$ cat config.mk
export PLATFORM = sky130hd
export DESIGN_NAME = phy_mode_ctrl
export DESIGN_NICKNAME = d
export VERILOG_FILES = /design/src/rtl/phy_mode_pkg.sv /design/src/rtl/phy_rst_qual.sv /design/src/rtl/phy_ctrl_reg.sv /design/src/rtl/phy_mii_gate.sv /design/src/rtl/phy_mode_ctrl.sv
export SDC_FILE = /design/constraint.sdc
export NUM_CORES = 1
export LEC_CHECK = 0
export CAP_MARGIN = 20
export CORE_UTILIZATION = 60
export CTS_CLUSTER_SIZE = 8
export DETAILED_ROUTE_END_ITERATION = 8
export DONT_BUFFER_PORTS = 1
export PLACE_DENSITY = 0.83
export SYNTH_ARGS = -nofsm -noshare
export SYNTH_HDL_FRONTEND = slang
export SYNTH_SLANG_ARGS = --single-unit
$ cat constraint.sdc
create_clock -name clk_i -period 2.3 [get_ports clk_i]
set_clock_uncertainty 0.1 [all_clocks]
set_input_delay 0.46 -clock clk_i [delete_from_list [all_inputs] [get_ports clk_i]]
set_output_delay 0.46 -clock clk_i [all_outputs]
set_load 0.05 [all_outputs]
$ cat src/rtl/phy_mode_pkg.sv
package phy_mode_pkg;
  localparam int CTRL_W    = 16;
  localparam int B_RST     = 15;
  localparam int B_LOOP    = 14;
  localparam int B_ISO     = 10;
  localparam int B_FDX     = 8;
  localparam int B_COLT    = 7;
  localparam int B_BYP_SCR = 2;
  localparam int B_BYP_MLT = 1;
  localparam int B_BYP_ENC = 0;

  // storable bits, reset bit excluded (it is a status view of the sequencer)
  localparam logic [CTRL_W-1:0] STORE_MASK =
      (CTRL_W'(1) << B_LOOP) | (CTRL_W'(1) << B_ISO) | (CTRL_W'(1) << B_FDX) |
      (CTRL_W'(1) << B_COLT) | (CTRL_W'(1) << B_BYP_SCR) |
      (CTRL_W'(1) << B_BYP_MLT) | (CTRL_W'(1) << B_BYP_ENC);

  typedef struct packed {
    logic loop;
    logic iso;
    logic fdx;
    logic colt;
    logic byp_scr;
    logic byp_mlt;
    logic byp_enc;
  } mode_t;
endpackage

$ cat src/rtl/phy_rst_qual.sv
module phy_rst_qual #(
  parameter int   MIN_CYC  = 20,
  parameter int   STRAP_W  = 3,
  parameter logic [1:0] PORT_IDX = 2'd0,
  localparam int  ADDR_W   = STRAP_W + 2,
  localparam int  CNT_W    = $clog2(MIN_CYC + 1)
) (
  input  logic               clk_i,
  input  logic               rst_ni,
  input  logic               hw_rst_ni,
  input  logic [STRAP_W-1:0] strap_i,
  output logic               hw_rst_o,
  output logic [ADDR_W-1:0]  addr_o
);
  logic [CNT_W-1:0] cnt_q;
  logic             qual_q;

  always_ff @(posedge clk_i or negedge rst_ni) begin
    if (!rst_ni) begin
      cnt_q  <= '0;
      qual_q <= 1'b0;
      addr_o <= {{STRAP_W{1'b0}}, PORT_IDX};
    end else if (!hw_rst_ni) begin
      if (!qual_q) begin
        if (cnt_q == CNT_W'(MIN_CYC - 1)) qual_q <= 1'b1;
        else                              cnt_q  <= cnt_q + 1'b1;
      end
    end else begin
      cnt_q <= '0;
      if (qual_q) begin
        qual_q <= 1'b0;
        addr_o <= {strap_i, PORT_IDX};
      end
    end
  end

  assign hw_rst_o = qual_q;
endmodule

$ cat src/rtl/phy_ctrl_reg.sv
module phy_ctrl_reg
  import phy_mode_pkg::*;
#(
  parameter int  SRST_CYCLES = 16,
  parameter int  ADDR_W      = 5,
  localparam int SC_W        = $clog2(SRST_CYCLES + 1)
) (
  input  logic              clk_i,
  input  logic              rst_ni,
  input  logic              hw_rst_i,
  input  logic [ADDR_W-1:0] port_addr_i,
  input  logic              mgmt_req_i,
  input  logic              mgmt_we_i,
  input  logic [ADDR_W-1:0] mgmt_addr_i,
  input  logic [CTRL_W-1:0] mgmt_wdata_i,
  output logic [CTRL_W-1:0] mgmt_rdata_o,
  output mode_t             mode_o,
  output logic              sw_rst_o
);
  logic [CTRL_W-1:0] ctrl_q;
  logic [SC_W-1:0]   sc_q;
  logic              busy_q;
  logic              hit, wr;

  assign hit = mgmt_req_i && (mgmt_addr_i == port_addr_i);
  assign wr  = hit && mgmt_we_i && !busy_q;

  always_ff @(posedge clk_i or negedge rst_ni) begin
    if (!rst_ni) begin
      ctrl_q <= '0;
      busy_q <= 1'b0;
      sc_q   <= '0;
    end else if (hw_rst_i) begin
      ctrl_q <= '0;
      busy_q <= 1'b0;
      sc_q   <= '0;
    end else if (busy_q) begin
      ctrl_q <= '0;
      if (sc_q == SC_W'(SRST_CYCLES - 1)) busy_q <= 1'b0;
      else                                sc_q   <= sc_q + 1'b1;
    end else if (wr) begin
      if (mgmt_wdata_i[B_RST]) begin
        busy_q <= 1'b1;
        sc_q   <= '0;
        ctrl_q <= '0;
      end else begin
        ctrl_q <= mgmt_wdata_i & STORE_MASK;
      end
    end
  end

  always_comb begin
    mgmt_rdata_o = '0;
    if (hit && !mgmt_we_i) begin
      mgmt_rdata_o        = ctrl_q;
      mgmt_rdata_o[B_RST] = busy_q;
    end
  end

  assign mode_o.loop    = ctrl_q[B_LOOP];
  assign mode_o.iso     = ctrl_q[B_ISO];
  assign mode_o.fdx     = ctrl_q[B_FDX];
  assign mode_o.colt    = ctrl_q[B_COLT];
  assign mode_o.byp_scr = ctrl_q[B_BYP_SCR];
  assign mode_o.byp_mlt = ctrl_q[B_BYP_MLT];
  assign mode_o.byp_enc = ctrl_q[B_BYP_ENC];
  assign sw_rst_o       = busy_q;
endmodule

$ cat src/rtl/phy_mii_gate.sv
module phy_mii_gate #(
  parameter int DATA_W = 4
) (
  input  logic              loop_i,
  input  logic              iso_i,
  input  logic              colt_i,
  input  logic              full_dup_i,
  input  logic              tx_en_i,
  input  logic [DATA_W-1:0] txd_i,
  input  logic              line_rx_dv_i,
  input  logic [DATA_W-1:0] line_rxd_i,
  input  logic              line_col_i,
  output logic              line_tx_en_o,
  output logic [DATA_W-1:0] line_txd_o,
  output logic              mii_rx_dv_o,
  output logic [DATA_W-1:0] mii_rxd_o,
  output logic              mii_col_o,
  output logic              mii_oe_o
);
  always_comb begin
    line_tx_en_o = 1'b0;
    line_txd_o   = '0;
    mii_rx_dv_o  = 1'b0;
    mii_rxd_o    = '0;
    mii_col_o    = 1'b0;
    mii_oe_o     = 1'b0;
    if (!iso_i) begin
      mii_oe_o = 1'b1;
      if (loop_i) begin
        mii_rx_dv_o = tx_en_i;
        mii_rxd_o   = txd_i;
      end else begin
        line_tx_en_o = tx_en_i;
        line_txd_o   = txd_i;
        mii_rx_dv_o  = line_rx_dv_i;
        mii_rxd_o    = line_rxd_i;
      end
      // duplex outranks collision test, which outranks loopback
      if (full_dup_i)  mii_col_o = 1'b0;
      else if (colt_i) mii_col_o = tx_en_i;
      else if (loop_i) mii_col_o = 1'b0;
      else             mii_col_o = line_col_i;
    end
  end
endmodule

$ cat src/rtl/phy_mode_ctrl.sv
module phy_mode_ctrl
  import phy_mode_pkg::*;
#(
  parameter int   CLK_PERIOD_NS = 20,
  parameter int   MIN_RST_NS    = 400,
  parameter int   SRST_CYCLES   = 16,
  parameter int   STRAP_W       = 3,
  parameter int   DATA_W        = 4,
  parameter logic [1:0] PORT_IDX = 2'd0,
  localparam int  ADDR_W        = STRAP_W + 2,
  localparam int  MIN_CYC       = (MIN_RST_NS + CLK_PERIOD_NS - 1) / CLK_PERIOD_NS
) (
  input  logic               clk_i,
  input  logic               rst_ni,
  input  logic               hw_rst_ni,
  input  logic [STRAP_W-1:0] strap_i,
  input  logic               mgmt_req_i,
  input  logic               mgmt_we_i,
  input  logic [ADDR_W-1:0]  mgmt_addr_i,
  input  logic [15:0]        mgmt_wdata_i,
  output logic [15:0]        mgmt_rdata_o,
  input  logic               aneg_en_i,
  input  logic               aneg_fdx_i,
  input  logic               fdx_pin_i,
  input  logic               tx_en_i,
  input  logic [DATA_W-1:0]  txd_i,
  input  logic               line_rx_dv_i,
  input  logic [DATA_W-1:0]  line_rxd_i,
  input  logic               line_col_i,
  output logic               line_tx_en_o,
  output logic [DATA_W-1:0]  line_txd_o,
  output logic               mii_rx_dv_o,
  output logic [DATA_W-1:0]  mii_rxd_o,
  output logic               mii_col_o,
  output logic               mii_oe_o,
  output logic               full_dup_o,
  output logic               byp_scr_o,
  output logic               byp_mlt_o,
  output logic               byp_enc_o,
  output logic               port_rst_o
);
  logic              hw_rst;
  logic              sw_rst;
  logic [ADDR_W-1:0] port_addr;
  mode_t             mode;
  logic              full_dup;

  phy_rst_qual #(
    .MIN_CYC (MIN_CYC),
    .STRAP_W (STRAP_W),
    .PORT_IDX(PORT_IDX)
  ) u_qual (
    .clk_i    (clk_i),
    .rst_ni   (rst_ni),
    .hw_rst_ni(hw_rst_ni),
    .strap_i  (strap_i),
    .hw_rst_o (hw_rst),
    .addr_o   (port_addr)
  );

  phy_ctrl_reg #(
    .SRST_CYCLES(SRST_CYCLES),
    .ADDR_W     (ADDR_W)
  ) u_reg (
    .clk_i       (clk_i),
    .rst_ni      (rst_ni),
    .hw_rst_i    (hw_rst),
    .port_addr_i (port_addr),
    .mgmt_req_i  (mgmt_req_i),
    .mgmt_we_i   (mgmt_we_i),
    .mgmt_addr_i (mgmt_addr_i),
    .mgmt_wdata_i(mgmt_wdata_i),
    .mgmt_rdata_o(mgmt_rdata_o),
    .mode_o      (mode),
    .sw_rst_o    (sw_rst)
  );

  assign full_dup = aneg_en_i ? aneg_fdx_i : (mode.fdx | fdx_pin_i);

  phy_mii_gate #(.DATA_W(DATA_W)) u_gate (
    .loop_i      (mode.loop),
    .iso_i       (mode.iso),
    .colt_i      (mode.colt),
    .full_dup_i  (full_dup),
    .tx_en_i     (tx_en_i),
    .txd_i       (txd_i),
    .line_rx_dv_i(line_rx_dv_i),
    .line_rxd_i  (line_rxd_i),
    .line_col_i  (line_col_i),
    .line_tx_en_o(line_tx_en_o),
    .line_txd_o  (line_txd_o),
    .mii_rx_dv_o (mii_rx_dv_o),
    .mii_rxd_o   (mii_rxd_o),
    .mii_col_o   (mii_col_o),
    .mii_oe_o    (mii_oe_o)
  );

  assign full_dup_o = full_dup;
  assign byp_scr_o  = mode.byp_scr;
  assign byp_mlt_o  = mode.byp_mlt;
  assign byp_enc_o  = mode.byp_enc;
  assign port_rst_o = hw_rst | sw_rst;
endmodule

==> metrics.txt <==
Yosys cell types=30; clk_lat worst skew=about 0.30 ns; most frequent cells after synthesis=22 x dfrtp_1, 21 x nor2_1, 17 x nand2_1; CP Capture Type=output pin; Worst Setup Slack, final=~0.052 ns; Filler cells=about 150; Main synth FF type=dfrtp_1; Post-Syn Instances=about 150; arrival time worst endpoint=about 1.7 ns; Slew headroom=between 60% and 70%; grt total ovfl=0; Mapped Area=about 0.0014 mm2; antenna viol nets, final=0; initial antenna violation count=0; First DRT Iteration DRCs=15; max_cap viols=0; final period utilization=between 90% and 100%; syn avg cell area=approximately 9.2 um2; worst r2r src=u_reg.sc_q[0]; Hold Path Class=input port to flip-flop; Die Y=around 50 um; share of cells above drive strength 1=21.1%; kind of critical path=flip-flop to output pin; Post-synth ARST share=100%; worst slack, placed=~0.24 ns; first-pass GRT wire length=~4.8 mm; most frequent cell after synthesis=dfrtp_1; Max clock buf depth=2; Final #Nets=219; dominant cells by area after synthesis=dfrtp_1 40%, mux2i_1 9.3%, nor2_1 5.7%; Yosys top cell by area=dfrtp_1; synthesis-to-finish area growth=19.9%; fin crit period=2.25 ns; core area=approximately 0.0022 mm2; WL final=slightly above 3 mm; H-tree levels=1; Pleak=between 0.7 and 0.8 nW; Peak Freq=445 MHz; result of the run=complete, no violations; largest net degree at the start of global routing=23; TritonCTS clock tree=done; dpl hpwl=2.36 mm; PwrDens=around 740 mW/mm2; # port buffers=0; Peak VDD IR=544 uV; Final setup viols=0; Critical R2R Capture=u_reg.sc_q[3]; vias per cell=about 5.9; Seq/Total Area, Yosys=39.5%; endpoints failing hold=0; setup TNS=0 ns; Clock Pin Slew Worst Setup and Hold Paths=between 0.1 and 0.15 ns; Data required, critical path=1.74 ns; Final Max Slew Viols=0; total CTS buffers=3; clk root buf=clkbuf_4; final core utilization=76.2%; Fin Hold WS=between 0.09 and 0.1 ns; DRC=0; synthesis-stage register bit count=22; Initial Util=~64%; Worst Hold Path Cells=1; RSZ-0062 raised after global routing=false; Die ar.=roughly 0.0025 mm2; IO Pins=between 70 and 80; CTS sink cnt=22; post-synth top area share=between 30% and 40%; antenna cells=0; Max FO, Critical Path=7; crit start category=flip-flop; chip width=roughly 50 um; GP Congestion=about 0.8; FP Rows=17; DR vias=approximately 1200; R2R Setup Slk=between 0.2 and 0.3 ns; Least-Margin Pin Slew=0.517 ns; reg2reg path depth=7; Pre-antenna DRT Iters=4; Min-Delay Endpoint=u_qual.cnt_q[1]; vias in the first global route=1119; GRT Overall Usage=between 20% and 30%; hold path startpoint=hw_rst_ni; number of enable flip-flop cells after synthesis=0; WL per Instance=between 15 and 20 um; Ys Warns=0
-- logic make-up after synthesis --
| group | count (synthesis) | synth area share [%] |
|---|---|---|
| AND/OR/NAND/NOR | 67 | 24.1 |
| XOR/XNOR | 8 | 5.03 |
| multiplexers | 18 | 13.4 |
| other | 1 | 0.269 |
| buffers and inverters | 17 | 7.55 |
| adder cells (fa/ha/maj) | 3 | 2.70 |
| flip-flops | 22 | 39.5 |
| AO/OA/AOI/OAI | 16 | 7.46 |
-- layer usage --
| layer | global-route usage (%) | vias to the layer above | share of wire [%] |
|---|---|---|---|
| met2 | 51.8 | 55 | 56 |
| li1 | - | 544 | - |
| met3 | 3.94 | 8 | 7.2 |
| met5 | 0 | - | 0 |
| met4 | 10.0 | 0 | 2.5 |
| met1 | 24.4 | 563 | 34 |
-- timing repair --
| action | in CTS | in global routing |
|---|---|---|
| hold buffers | 1 | 0 |
| buffers inserted | 0 | 0 |
| resized for setup | 1 | 2 |
| endpoints found under the hold margin | 22 | 0 |
| setup endpoints to repair | 7 | 7 |
-- critical path: stages, from the launching register on --
cell,delay [ns]
dfrtp_1,0.43
xnor2_2,0.19
nand4_2,0.18
nor2_4,0.18
and2_1,0.24
buf_12,0.16
-- per-stage QoR --
step / power (mW) / std cells / instance area (um2)
2_1_floorplan: 0.975 / 159 / 1430
3_3_place_gp: 1.03 / 194 / 1610
6_report: 1.24 / 199 / 1670
4_1_cts: 1.25 / 198 / 1650
3_5_place_dp: 1.07 / 194 / 1610
5_1_grt: 1.31 / 199 / 1670
-- placed cells by master, fill, tap and decap left out, types with 3 or more instances in the layout --
master	n
dfrtp_1	22
nor2_1	20
nand2_1	17
mux2i_1	13
buf_4	13
and2_1	12
conb_1	8
buf_12	7
xnor2_1	5
nand3_1	5
mux2_2	5
inv_1	4
a22oi_1	4
a21oi_1	4
ha_1	3
clkbuf_4	3
-- registers in the layout (all words and copies together) (netlist names) --
signal,flops
u_qual.addr_o,3
u_reg.ctrl_q,7
u_qual.cnt_q,5
u_qual.hw_rst_o,1
u_reg.sw_rst_o,1
u_reg.sc_q,5
-- layout make-up --
cell class                 instances  area, um2  area share (%)
clock buffer                       3       22.5            1.35
inverter                           4       15.0           0.899
multi-input combinational        120        788            47.2
sequential                        22        551            33.0
tap                               28       35.0            2.10
timing repair buffer              22        259            15.5
-- where the power goes --
group / switching [mW] / internal, mW / total, mW
combinational: 0.326 / 0.212 / 0.538
sequential: 0.0865 / 0.446 / 0.533
clock: 0.111 / 0.0612 / 0.173
total: 0.524 / 0.720 / 1.24
-- worst max-delay path by stage --
| stage | from | depth (start not counted) | to | slack [ns] |
|---|---|---|---|---|
| after floorplan | fdx_pin_i | 3 | mii_col_o | 0.14 |
| after CTS | u_qual.addr_o[3] | 5 | mgmt_rdata_o[0] | 0.02 |
| final | u_qual.addr_o[3] | 5 | mgmt_rdata_o[0] | 0.05 |
| after detailed placement | mgmt_addr_i[3] | 5 | mgmt_rdata_o[0] | 0.24 |
| after global routing | u_qual.addr_o[3] | 5 | mgmt_rdata_o[0] | 0.01 |
| after global placement | mgmt_addr_i[1] | 5 | mgmt_rdata_o[15] | 0.27 |
Power figures use the tool's default switching activity.
